## src/rtl/cs_dec_pkg.sv

```systemverilog
package cs_dec_pkg;

    localparam int CS_BLOCK_BITS = 192;
    localparam int CS_CRC_W      = 8;
    localparam logic [CS_CRC_W-1:0] CS_CRC_POLY = 8'h1D;
    localparam logic [CS_CRC_W-1:0] CS_CRC_INIT = 8'hFF;

    // Serial positions inside byte 0 that the flags decode
    localparam int CS_IDX_AUDIO = 1;
    localparam int CS_IDX_FLAG2 = 2;

    typedef struct packed {
        logic audio;
        logic copy_emph;
        logic crc_err;
        logic done;
    } cs_flags_t;

endpackage

```

## src/rtl/cs_blk_tracker.sv

```systemverilog
module cs_blk_tracker #(
    parameter  int BLOCK_BITS = 192,
    localparam int CNT_W      = $clog2(BLOCK_BITS + 1)
) (
    input  logic             clk,
    input  logic             rst_n,
    input  logic             bit_valid_i,
    input  logic             blk_start_i,
    output logic             take_o,
    output logic             first_o,
    output logic             last_o,
    output logic [CNT_W-1:0] idx_o
);

    typedef struct packed {
        logic [CNT_W-1:0] cnt;
        logic             active;
    } trk_t;

    trk_t st_d, st_q;

    always_comb begin
        st_d    = st_q;
        idx_o   = blk_start_i ? '0 : st_q.cnt;
        take_o  = bit_valid_i & (blk_start_i | st_q.active);
        first_o = take_o & blk_start_i;
        last_o  = take_o & (idx_o == CNT_W'(BLOCK_BITS - 1));
        if (take_o) begin
            st_d.cnt    = idx_o + CNT_W'(1);
            st_d.active = ~last_o;
        end
    end

    always_ff @(posedge clk) begin
        if (!rst_n) begin
            st_q <= '0;
        end else begin
            st_q <= st_d;
        end
    end

endmodule

```

## src/rtl/cs_crc_engine.sv

```systemverilog
module cs_crc_engine #(
    parameter int                 CRC_W = 8,
    parameter logic [CRC_W-1:0]   POLY  = 8'h1D,
    parameter logic [CRC_W-1:0]   INIT  = 8'hFF
) (
    input  logic             clk,
    input  logic             rst_n,
    input  logic             init_i,
    input  logic             shift_i,
    input  logic             din_i,
    output logic [CRC_W-1:0] crc_o
);

    logic [CRC_W-1:0] crc_d, crc_q;
    logic [CRC_W-1:0] base;
    logic             fb;

    always_comb begin
        base  = init_i ? INIT : crc_q;
        fb    = base[CRC_W-1] ^ din_i;
        crc_d = base;
        if (shift_i) begin
            crc_d = {base[CRC_W-2:0], 1'b0} ^ (fb ? POLY : '0);
        end
    end

    always_ff @(posedge clk) begin
        if (!rst_n) begin
            crc_q <= INIT;
        end else begin
            crc_q <= crc_d;
        end
    end

    assign crc_o = crc_q;

endmodule

```

## src/rtl/cs_status_decoder.sv

```systemverilog
module cs_status_decoder
    import cs_dec_pkg::*;
#(
    parameter  int                 BLOCK_BITS = CS_BLOCK_BITS,
    parameter  int                 CRC_W      = CS_CRC_W,
    parameter  logic [CRC_W-1:0]   CRC_POLY   = CS_CRC_POLY,
    parameter  logic [CRC_W-1:0]   CRC_INIT   = CS_CRC_INIT,
    localparam int                 CNT_W      = $clog2(BLOCK_BITS + 1),
    localparam int                 CRC_START  = BLOCK_BITS - CRC_W
) (
    input  logic clk,
    input  logic rst_n,
    input  logic cs_bit_i,
    input  logic cs_valid_i,
    input  logic blk_start_i,
    input  logic prof_mode_i,
    output logic audio_o,
    output logic copy_emph_o,
    output logic crc_err_o,
    output logic blk_done_o
);

    typedef struct packed {
        logic             prof;
        logic             b_audio;
        logic             b_flag2;
        logic [CRC_W-1:0] rx_crc;
        cs_flags_t        flags;
    } dec_t;

    dec_t st_d, st_q;

    logic             take, first, last;
    logic [CNT_W-1:0] idx;
    logic [CRC_W-1:0] crc_calc;
    logic [CRC_W-1:0] rx_next;
    logic             crc_bad;
    logic             cur_prof;

    cs_blk_tracker #(
        .BLOCK_BITS (BLOCK_BITS)
    ) u_trk (
        .clk         (clk),
        .rst_n       (rst_n),
        .bit_valid_i (cs_valid_i),
        .blk_start_i (blk_start_i),
        .take_o      (take),
        .first_o     (first),
        .last_o      (last),
        .idx_o       (idx)
    );

    cs_crc_engine #(
        .CRC_W (CRC_W),
        .POLY  (CRC_POLY),
        .INIT  (CRC_INIT)
    ) u_crc (
        .clk     (clk),
        .rst_n   (rst_n),
        .init_i  (first),
        .shift_i (take && (idx < CNT_W'(CRC_START))),
        .din_i   (cs_bit_i),
        .crc_o   (crc_calc)
    );

    // Received check byte, first arriving bit lands in the low position
    for (genvar k = 0; k < CRC_W; k++) begin : g_rx
        assign rx_next[k] = (take && idx == CNT_W'(CRC_START + k)) ? cs_bit_i
                                                                   : st_q.rx_crc[k];
    end

    assign crc_bad  = (rx_next != crc_calc);
    assign cur_prof = first ? prof_mode_i : st_q.prof;

    always_comb begin
        st_d            = st_q;
        st_d.flags.done = 1'b0;
        st_d.rx_crc     = rx_next;
        st_d.prof       = cur_prof;
        if (take && idx == CNT_W'(CS_IDX_AUDIO)) st_d.b_audio = cs_bit_i;
        if (take && idx == CNT_W'(CS_IDX_FLAG2)) st_d.b_flag2 = cs_bit_i;
        if (last) begin
            st_d.flags.done    = 1'b1;
            st_d.flags.crc_err = cur_prof & crc_bad;
            if (!(cur_prof & crc_bad)) begin
                st_d.flags.audio     = ~st_q.b_audio;
                st_d.flags.copy_emph = cur_prof ? st_q.b_flag2 : ~st_q.b_flag2;
            end
        end
    end

    always_ff @(posedge clk) begin
        if (!rst_n) begin
            st_q        <= '0;
            st_q.rx_crc <= '0;
        end else begin
            st_q <= st_d;
        end
    end

    assign audio_o     = st_q.flags.audio;
    assign copy_emph_o = st_q.flags.copy_emph;
    assign crc_err_o   = st_q.flags.crc_err;
    assign blk_done_o  = st_q.flags.done;

endmodule

```

## config.mk

```make
export PLATFORM = sky130hd
export DESIGN_NAME = cs_status_decoder
export DESIGN_NICKNAME = d
export VERILOG_FILES = /design/src/rtl/cs_dec_pkg.sv /design/src/rtl/cs_blk_tracker.sv /design/src/rtl/cs_crc_engine.sv /design/src/rtl/cs_status_decoder.sv
export SDC_FILE = /design/constraint.sdc
export NUM_CORES = 1
export LEC_CHECK = 0
export BUFFER_PORTS_ARGS = -buffer_cell sky130_fd_sc_hd__buf_2
export CAP_MARGIN = 20
export CELL_PAD_IN_SITES_DETAIL_PLACEMENT = 1
export CELL_PAD_IN_SITES_GLOBAL_PLACEMENT = 2
export CORE_MARGIN = 10
export CORE_UTILIZATION = 37
export DETAILED_ROUTE_END_ITERATION = 10
export PLACE_DENSITY = 0.86
export SYNTH_ARGS = -nofsm -noshare
export SYNTH_HDL_FRONTEND = slang
export SYNTH_HIERARCHICAL = 1
export SYNTH_SLANG_ARGS = --single-unit
```

## constraint.sdc

```tcl
create_clock -name clk -period 3.1 [get_ports clk]
set_input_delay 0.465 -clock clk [delete_from_list [all_inputs] [get_ports clk]]
set_output_delay 0.465 -clock clk [all_outputs]
set_load 0.01 [all_outputs]
```

# [After elaboration in Yosys (flattened, before gate mapping)]
# Cells that the tools add are included.
# W data, S select, Z words.
[word_totals] ff_bits=32 output_inout_bits=4 in_bits=6 elab_cells=62
[classes] n_bitwise=11 muxes=15 n_reduce_logical=12 addsub=1 order_cmp=1 eq_ne=11
[ops] op="$eq A8 B8 Y1 const B" n=8
[ops] op="$mux W8" n=3
[ops] op="$logic_and A1 B1 Y1" n=11
[ops] op="$mux W1" n=11
[ops] op="$add A8 B1 Y8 const B" n=1
[ops] op="$eq A8 B1 Y1 const B" n=1
[ops] op="$eq A8 B2 Y1 const B" n=1
[ops] op="$lt A8 B8 Y1 const B" n=1
[ops] op="$ne A8 B8 Y1" n=1
[ops] op="$xor A8 B8 Y8" n=1
[ops] op="$mux W5" n=1
[ops] op="$and A1 B1 Y1" n=4
[ops] op="$not A1 Y1" n=4
[ops] op="$reduce_and A2 Y1" n=1
[ops] op="$or A1 B1 Y1" n=1
[ops] op="$xor A1 B1 Y1" n=1

# [Logic depth before layout (Yosys ltp)]
# Gate-level depths: netlist of run 1.
[logic_depth] word_depth=8 ltp_mapped=10 depth_no_buf=9

# [Cells and area by module]
# The synthesis of run 1 kept the hierarchy.
[by_module_without_submodules] mod="cs_status_decoder" area_per_inst_um2=1107.3 n_inst=1 seq_area_each_um2=300.3 cells_each=137
[by_module_without_submodules] mod="cs_blk_tracker" area_per_inst_um2=499.2 n_inst=1 seq_area_each_um2=180.2 cells_each=60
[by_module_without_submodules] mod="cs_crc_engine" area_per_inst_um2=391.6 n_inst=1 seq_area_each_um2=160.2 cells_each=41

# [Worst setup path before layout of run 1]
# OpenSTA, ideal clock, no wires.
[synth_timing] path_type="input to register" start="input port blk_start_i" end="register st_q, in the netlist audio_o" path_stages=8 slack_ns=0.499 arrival_ns=2.529 path_buffers=1 required_time_ns=3.028 setup_time_ns=0.072 path_cell_list="clkbuf_2 > nor2b_1 > nand4_4 > nor2_4 > nor2_4 > or4_4 > nor4_4 > mux2i_1"
[synth_via] elab_chain_len=8 word_cells_on_any_way=34
[synth_lines] item="start: declaration" line="cs_status_decoder.sv:15" text="input logic blk_start_i,"
[synth_lines] item="$mux W8 (*)" line="cs_blk_tracker.sv:24" text="idx_o = blk_start_i ? '0 : st_q.cnt;"
[synth_lines] item="named net idx[7]" line="cs_status_decoder.sv:34" text="logic [CNT_W-1:0] idx;"
[synth_lines] item="$eq A8 B8 Y1, on equally long branches" line="cs_status_decoder.sv:68, cs_blk_tracker.sv:27"
[synth_lines] item="$logic_and A1 B1 Y1" line="cs_status_decoder.sv:68" text="assign rx_next[k] = (take && idx == CNT_W'(CRC_START + k)) ? cs_bit_i"
[synth_lines] item="$mux W1" line="cs_status_decoder.sv:68"
[synth_lines] item="$ne A8 B8 Y1" line="cs_status_decoder.sv:72" text="assign crc_bad = (rx_next != crc_calc);"
[synth_lines] item="$and A1 B1 Y1" line="cs_status_decoder.sv:85" text="if (!(cur_prof & crc_bad)) begin"
[synth_lines] item="$not A1 Y1 (no source line)"
[synth_lines] item="$reduce_and A2 Y1 (no source line) (*)"
[synth_lines] item="end signal: assignment" line="cs_status_decoder.sv:97" text="st_q <= st_d;"
[synth_lines] item="end: declaration" line="cs_status_decoder.sv:31" text="dec_t st_d, st_q;"
# Mark *: on every way through the listed nets, which the timed path passes. The rest lies on a longest branch.
# A chain may end at the register's enable or synchronous reset.

# [Worst setup path in the final report of run 1]
[layout_timing] start="register u_trk/st_q[1] (netlist bit)" end="register st_q, in the netlist audio_o"
[layout_via] elab_chain_len=8 word_cells_on_any_way=30
[layout_lines] item="start: declaration" line="cs_blk_tracker.sv:20" text="trk_t st_d, st_q;"
[layout_lines] item="start signal: assignment" line="cs_blk_tracker.sv:38" text="st_q <= st_d;"
[layout_lines] item="$mux W8 (*)" line="cs_blk_tracker.sv:24"
[layout_lines] item="named net idx[0]" line="cs_status_decoder.sv:34"
[layout_lines] item="$eq A8 B8 Y1, on equally long branches" line="cs_status_decoder.sv:68, cs_blk_tracker.sv:27"
[layout_lines] item="$logic_and A1 B1 Y1" line="cs_status_decoder.sv:68"
[layout_lines] item="$mux W1" line="cs_status_decoder.sv:68"
[layout_lines] item="$ne A8 B8 Y1" line="cs_status_decoder.sv:72"
[layout_lines] item="$and A1 B1 Y1" line="cs_status_decoder.sv:85"
[layout_lines] item="$not A1 Y1 (no source line)"
[layout_lines] item="$reduce_and A2 Y1 (no source line) (*)"
# Marked as above.

==> out/results.tsv, run 1 <==
metric	value	unit
gp_congestion	0.8674	
cp_data_arrival_time	2990	ps
maxSlewViolCount	0	
synth_nets	244	
synth_edf_count	0	
die_h	93.49	um
drive_gt1_share	18.68	%
hold_start	cs_valid_i	
synth.avg_cell_area	8.396	sq um
wirelength	5221	um
fmax	362.0	MHz
portBuffers	9	
ctsHoldBuffers	0	
htree_levels	2	
yosys.area_share.simple	37.13	%
ios	10	
status	finished clean	
finalPower	0.0009075	W
vias_per_cell	5.636	
yosys-top-cells-count	32 x dfxtp_1, 31 x nand2_1, 17 x nor2b_1, 13 x mux2i_1, 11 x o21ai_0	
grt_max_degree	27	
timing.rr.start	u_trk/st_q[1]	
finalSetupTns	0	ps
maxSlewHeadroom	58.85	%
clockBufferDepth	2	
synth_top_area_share	32.06	%
yosys-mux-area-fraction	7.076	%
final_util	44.03	%
hold_violations	0	
setup_viol	0	
post_cts_buffers	0	
nets	262	
synth.yosys.seq_area_share	32.06	%
cts_tree	yes	
synth.most_common_cell	dfxtp_1	
num_antenna_cells	0	
grt.overflow.total	0	
synth-xor-area-share	3.507	%
wl_per_cell	15.97	um
core_area	5172	sq um
netlist_area	1998	sq um
fillers	629	
row_count	26	
synth_cells	238	
leakage	0.8075	nW
grt_use_total	12.64	%
ys_types	58	
critPathRequiredTime	3330	ps
ys_top_cells_by_area	dfxtp_1 32%, mux2i_1 6.5%, nand2_1 5.8%, nor2b_1 5.3%, o21ai_0 2.8%	
syn2layout_area_growth	13.96	%
period_needed	2763	ps
synth_flop_cell	dfxtp_1	
pre_cts_slack	133.0	ps
antenna_found_initial	0	
initialDrtViolationCount	120	
cap_violations	0	
yosys_warnings	6	
fin_skew	9.152	ps
vias	1843	
setup_ws	337.5	ps
tightest_slew	615.9	ps
synth_top_cell_by_area	dfxtp_1	
clk_pin_slew	80	ps
firstDrtPassIters	4	
cts.sinks	32	
grt_pass1_wl	9032	um
cts_buffers	5	
ys_async_sr_fraction	0	%
synth_top_family_by_area	simple AND/OR/NAND/NOR gates	
final_antenna_net_count	0	
grt_pass1_vias	1854	
die_area	8739	sq um
path_max_fanout	10	
p_per_area	398.5	nW/um^2
cp-end-kind	flip-flop	
period_share	89.11	%
hold_slack	472.9	ps
synth-compound-area-share	16.34	%
clk_latency	290	ps
grt_setup_unrepaired	false	
peakVddDrop	0.2243	mV
start_util	38.63	%
synthAdderAreaFrac	0	%
hp-class	in -> reg	
drc_errors	0	
cts_root_buffer	clkbuf_8	
path_class	reg -> reg	
die_w	93.49	um
cts_resized	0	
ys_ff_latch	32	
hpwlAfterDp	3849	um
startpoint_type	flip-flop	
critPathLaunch	u_trk/st_q[1]	
## layout by cell type (no fill, tap or decap), drive strengths merged, types with 2 or more instances in the layout
| cell | synthesis | routed |
|---|---|---|
| dfxtp | 32 | 32 |
| nand2 | 31 | 31 |
| buf | 6 | 21 |
| nor2b | 19 | 19 |
| mux2i | 13 | 13 |
| o21ai | 13 | 13 |
| nor2 | 12 | 12 |
| nor3 | 10 | 10 |
| a21oi | 9 | 9 |
| nand2b | 7 | 7 |
| nand3 | 7 | 7 |
| o211ai | 6 | 6 |
| inv | 6 | 6 |
| or3 | 5 | 5 |
| clkbuf | 4 | 5 |
| a21boi | 4 | 4 |
| xor2 | 4 | 4 |
| xnor2 | 4 | 4 |
| nor4b | 4 | 4 |
| nand4 | 4 | 4 |
| and3 | 4 | 4 |
| a41oi | 3 | 3 |
| or2 | 3 | 3 |
| a211oi | 3 | 3 |
| and2 | 2 | 2 |
| o32ai | 2 | 2 |
| and4b | 2 | 2 |
| and4 | 2 | 2 |
| nor4 | 2 | 2 |
## metrics by stage
step | std cells | area (sq um)
after floorplan | 238 | 1998
after global placement | 319 | 2166
after detailed placement | 319 | 2166
after CTS | 327 | 2277
after global routing | 327 | 2277
final | 327 | 2277
## power breakdown
group	switching, W	total (W)	internal [W]	leakage [nW]
clock	0.000167	0.000405	0.000238	0.0541
combinational	0.0000469	0.0000753	0.0000284	0.494
sequential	0.00000964	0.000427	0.000417	0.259
## registers in the layout, summed over array words and instances, names as in the netlist
register	count
st_q	11
u_trk/st_q	9
crc_err_o	1
blk_done_o	1
u_crc/crc_o	8
audio_o	1
copy_emph_o	1
## area by class of cell
class / count / area (sq um) / area share [%]
Multi-Input combinational cell: 190 / 1280 / 56.21
Sequential cell: 32 / 640.6 / 28.13
Clock buffer: 5 / 68.82 / 3.022
Inverter: 6 / 22.52 / 0.9890
Clock inverter: 3 / 42.54 / 1.868
Tap cell: 70 / 87.58 / 3.846
Timing Repair Buffer: 21 / 135.1 / 5.934
## per-layer routing
metal / vias to the layer above / wire length (um) / GRT usage [%]
met5: - / 0 / 0
li1: 898 / - / -
met3: 8 / 174 / 3.597
met1: 917 / 2518 / 15.32
met4: 0 / 76 / 3.856
met2: 20 / 2452 / 21.06
## logic make-up after synthesis
family,after synthesis
simple gates,119
compound gates,49
mux,14
xor+xnor,8
buf+inv,16
flops,32
## worst paths after layout
path	cells past startpoint	end	slack, ps
setup / recovery	8	audio_o	340
hold / removal	2	u_trk/st_q[3]	470
setup reg to reg	8	audio_o	340
hold reg to reg	2	crc_err_o	490
## worst max-delay path, cell delays in order, from the launching register on
cell and delay, ps:
dfxtp_1 440, nor2b_1 540, nor2b_2 280, a32oi_1 100, o21ai_0 160, o221ai_1 140, or4_4 440, nor4_4 390
mux2i_1 210
Power figures use the tool's default switching activity.
==> run 2, diff against run 1 <==
Settings changed: CORE_UTILIZATION 37 to 40, PLACE_DENSITY 0.86 to 0.92.
Clock period 3.1 ns to 3.3 ns, I/O delays scaled along.
==> out/results.tsv, run 2 (synthesized netlist as in run 1, its figures left out) <==
metric	value	unit
vias	1773	
ctsHoldBuffers	0	
hp-class	reg -> reg	
cts_root_buffer	clkbuf_8	
portBuffers	9	
ios	10	
p_per_area	354.5	nW/um^2
antenna_found_initial	0	
grt_pass1_vias	1798	
hpwlAfterDp	3800	um
slowest_stage	nor2b_1	
drive_gt1_share	16.27	%
min_path_cells	2	
clk_latency	290	ps
nets	257	
setup_viol	0	
final_cell_area	2215	sq um
die_w	90.68	um
critPathRequiredTime	3520	ps
wirelength	5178	um
endpoint	copy_emph_o	
top_register	st_q	
crit_chain	nor2b_1 -> nor2b_2 -> a32oi_1 -> o21ai_0 -> o221ai_1 -> or4_4 -> nor4_4 -> mux2i_1	
drc_errors	0	
core_area	4786	sq um
placed_area	2125	sq um
cp-end-kind	flip-flop	
gp_congestion	0.8500	
ff2ff_path_depth	8	
htree_levels	2	
cts_tree	yes	
post_cts_buffers	0	
fillers	588	
cts_resized	0	
grt_max_degree	27	
grt.overflow.total	0	
grt_pass1_wl	9039	um
clk_pin_slew	70	ps
maxSlewViolCount	0	
peakVddDrop	0.2498	mV
max_stage_delay	700	ps
period_needed	3026	ps
hold_violations	0	
grt_setup_unrepaired	false	
hold_start	st_q[6]	
fin_skew	4.017	ps
reg2reg_slack	270	ps
status	finished clean	
die_area	8223	sq um
timing.rr.start	u_trk/st_q[1]	
fmax	330.5	MHz
initialDrtViolationCount	83	
dpl.cell_count	311	
path_max_fanout	12	
grt_use_total	13.17	%
fin_cells	319	
leakage	0.7719	nW
finalSetupTns	0	ps
critPathLaunch	u_trk/st_q[1]	
final_antenna_net_count	0	
maxSlewHeadroom	41.26	%
cts_buffers	5	
layout_common_cells	32 x dfxtp_1, 31 x nand2_1, 17 x nor2b_1	
wl_per_cell	16.23	um
cap_violations	0	
final_common_cell	dfxtp_1	
start_util	41.75	%
cp_data_arrival_time	3240	ps
num_antenna_cells	0	
firstDrtPassIters	4	
vias_per_cell	5.558	
cts.sinks	32	
clockBufferDepth	2	
startpoint_type	flip-flop	
period_share	91.69	%
die_h	90.68	um
r2r_end	copy_emph_o	
largest_reg_flops	11	
syn2layout_area_growth	10.83	%
row_count	25	
path_class	reg -> reg	
tightest_slew	879.3	ps
[run 2: changes by cell type in the layout (fill, tap and decap cells not counted)]
cell	previous run	this run
buf_4	12	7
bufinv_16	1	0
clkbuf_1	0	2
clkbuf_8	5	6
clkinv_2	1	0
clkinvlp_4	1	0
[run 2: worst min-delay path by stage]
stage | end
global placement | st_q[6]
floorplan | st_q[13]
CTS | st_q[6]
detailed placement | u_trk/st_q[7]
global route | st_q[6]
finish | st_q[6]
[run 2: worst max-delay path: cells and delay by family, from the launching register on]
| family | cells | cell delay, ps |
|---|---|---|
| DFF | 1 | 440 |
| and+or+nand+nor | 4 | 1880 |
| AOI/OAI and AO/OA | 3 | 410 |
| muxes | 1 | 220 |
[run 2: power by group]
group,switching [W],internal [W],total [W]
Combinational,0.0000426,0.0000249,0.0000675
Clock,0.000146,0.000170,0.000316
Sequential,0.00000906,0.000392,0.000401
[run 2: routing by layer]
metal  track usage [%]  wire (um)
met1             16.05       2572
met4             4.377         75
met2             22.12       2407
met5                 0          0
met3             2.993        122
[run 2: stage by stage]
stage / utilization [%] / setup WS (ps) / power, W / hold slack [ps]
after floorplan: - / 669.4 / 0.0004570 / 453.4
after global placement: 44.39 / 259.2 / 0.0004759 / 472.4
after detailed placement: 44.39 / 126.6 / 0.0004781 / 485.0
after CTS: 46.27 / 280.9 / 0.0007983 / 494.3
after global routing: 46.27 / 12.48 / 0.0008197 / 516.0
final: 46.27 / 274.4 / 0.0007851 / 492.7
[run 2: final cells by class]
type	instances	area, sq um	area share [%]
repair buffers	16	97.59	4.407
flip-flops and latches	32	640.6	28.93
inverters	6	22.52	1.017
clock buffers	8	90.09	4.068
multi-input cells	190	1280	57.80
well taps	67	83.83	3.785
==> run 3, diff against run 2 <==
Settings changed: CELL_PAD_IN_SITES_DETAIL_PLACEMENT 1 to unset, CELL_PAD_IN_SITES_GLOBAL_PLACEMENT 2 to unset, CORE_UTILIZATION 40 to 65.
==> out/results.tsv, run 3 (synthesized netlist as in run 1, its figures left out) <==
metric	value	unit
fin_skew	13.03	ps
cp_data_arrival_time	3180	ps
crit_chain	nor2b_1 -> nand2b_2 -> o32ai_1 -> a21oi_1 -> or4_4 -> nor4_4 -> mux2i_1	
hold_start	cs_valid_i	
ctsHoldBuffers	0	
syn2layout_area_growth	8.203	%
ios	10	
setup_viol	0	
hold_violations	0	
min_path_cells	2	
wirelength	4343	um
cp-end-kind	flip-flop	
clockBufferDepth	2	
timing.rr.start	u_trk/st_q[2]	
final_common_cell	dfxtp_1	
clk_latency	340	ps
fmax	343.3	MHz
vias	1764	
start_util	66.54	%
cts_tree	yes	
drc_errors	0	
grt.overflow.total	0	
cap_violations	0	
reg2reg_slack	390	ps
firstDrtPassIters	5	
cts.sinks	32	
top_register	st_q	
path_class	reg -> reg	
grt_pass1_wl	7403	um
core_area	3003	sq um
cts_resized	0	
finalSetupTns	0	ps
cts_root_buffer	clkbuf_4	
drive_gt1_share	16.40	%
maxSlewHeadroom	55.22	%
maxSlewViolCount	0	
p_per_area	371.2	nW/um^2
critPathRequiredTime	3570	ps
htree_levels	2	
final_antenna_net_count	0	
r2r_end	audio_o	
period_needed	2913	ps
grt_use_total	16.68	%
portBuffers	9	
hpwlAfterDp	3155	um
row_count	20	
max_stage_delay	600	ps
fin_cells	283	
grt_max_degree	27	
finalPower	0.0008027	W
leakage	0.7702	nW
hold_slack	425.6	ps
layout_common_cells	32 x dfxtp_1, 31 x nand2_1, 17 x nor2b_1	
tightest_slew	670.4	ps
fillers	246	
vias_per_cell	6.233	
cp.buffers_inverters	0	
crit_family	simple AND/OR/NAND/NOR gates	
gp_congestion	0.9558	
cts_buffers	5	
path_max_fanout	10	
die_area	5692	sq um
post_cts_buffers	0	
num_antenna_cells	0	
peakVddDrop	0.2666	mV
ff2ff_path_depth	7	
die_w	75.45	um
hold_end	u_trk/st_q[3]	
die_h	75.45	um
slowest_stage	nor2b_1	
status	finished clean	
startpoint_type	flip-flop	
nets	255	
dpl.cell_count	275	
hp-class	in -> reg	
antenna_found_initial	0	
grt_setup_unrepaired	false	
grt_pass1_vias	1562	
clk_pin_slew	100	ps
wl_per_cell	15.35	um
initialDrtViolationCount	136	
period_share	88.28	%
largest_reg_flops	11	
[run 3: cell types whose count changed in the layout (fill, tap and decap cells not counted)]
cell and delta:
clkbuf_8 -4, clkbuf_4 +5, bufinv_16 +1, clkbuf_1 -2, buf_4 -2
[run 3: cell type report]
type / count / area [sq um] / share of cell area, %
clock buffers: 7 / 65.06 / 3.009
clock inverters: 1 / 30.03 / 1.389
inverters: 6 / 22.52 / 1.042
multi-input cells: 190 / 1280 / 59.20
flip-flops and latches: 32 / 640.6 / 29.63
well taps: 33 / 41.29 / 1.910
repair buffers: 14 / 82.58 / 3.819
[run 3: power breakdown]
group	switching [W]	internal (W)	total [W]
clock	0.000135	0.000201	0.000336
combinational	0.0000409	0.0000247	0.0000656
sequential	0.00000902	0.000392	0.000401
[run 3: worst max path at each step]
stage / from / end / cells past startpoint
3_5_place_dp: blk_start_i / audio_o / 8
5_1_grt: u_trk/st_q[2] / copy_emph_o / 7
2_1_floorplan: blk_start_i / audio_o / 8
6_report: u_trk/st_q[2] / audio_o / 7
4_1_cts: u_trk/st_q[2] / audio_o / 7
3_3_place_gp: blk_start_i / copy_emph_o / 8
[run 3: layer usage]
layer	vias to the layer above	track usage, %	part of all wire, %
li1	889	-	-
met1	824	21.38	46
met2	43	26.16	47
met3	8	4.297	5.5
met4	0	6.392	1.4
met5	-	0	0
[run 3: metrics by stage]
step                      setup slack [ps]  util, %  instance area (sq um)
after floorplan                      669.4        -                   1998
after global placement               307.4    68.83                   2067
after detailed placement             228.2    68.83                   2067
after CTS                            393.1    72.00                   2162
after global routing                 184.7    72.00                   2162
final                                386.7    72.00                   2162
[run 3: worst register-to-register path, cell delays in order, from the launching register on]
cell and delay [ps]:
dfxtp_1 490, nor2b_1 600, nand2b_2 190, o32ai_1 310, a21oi_1 100, or4_4 550, nor4_4 390, mux2i_1 230
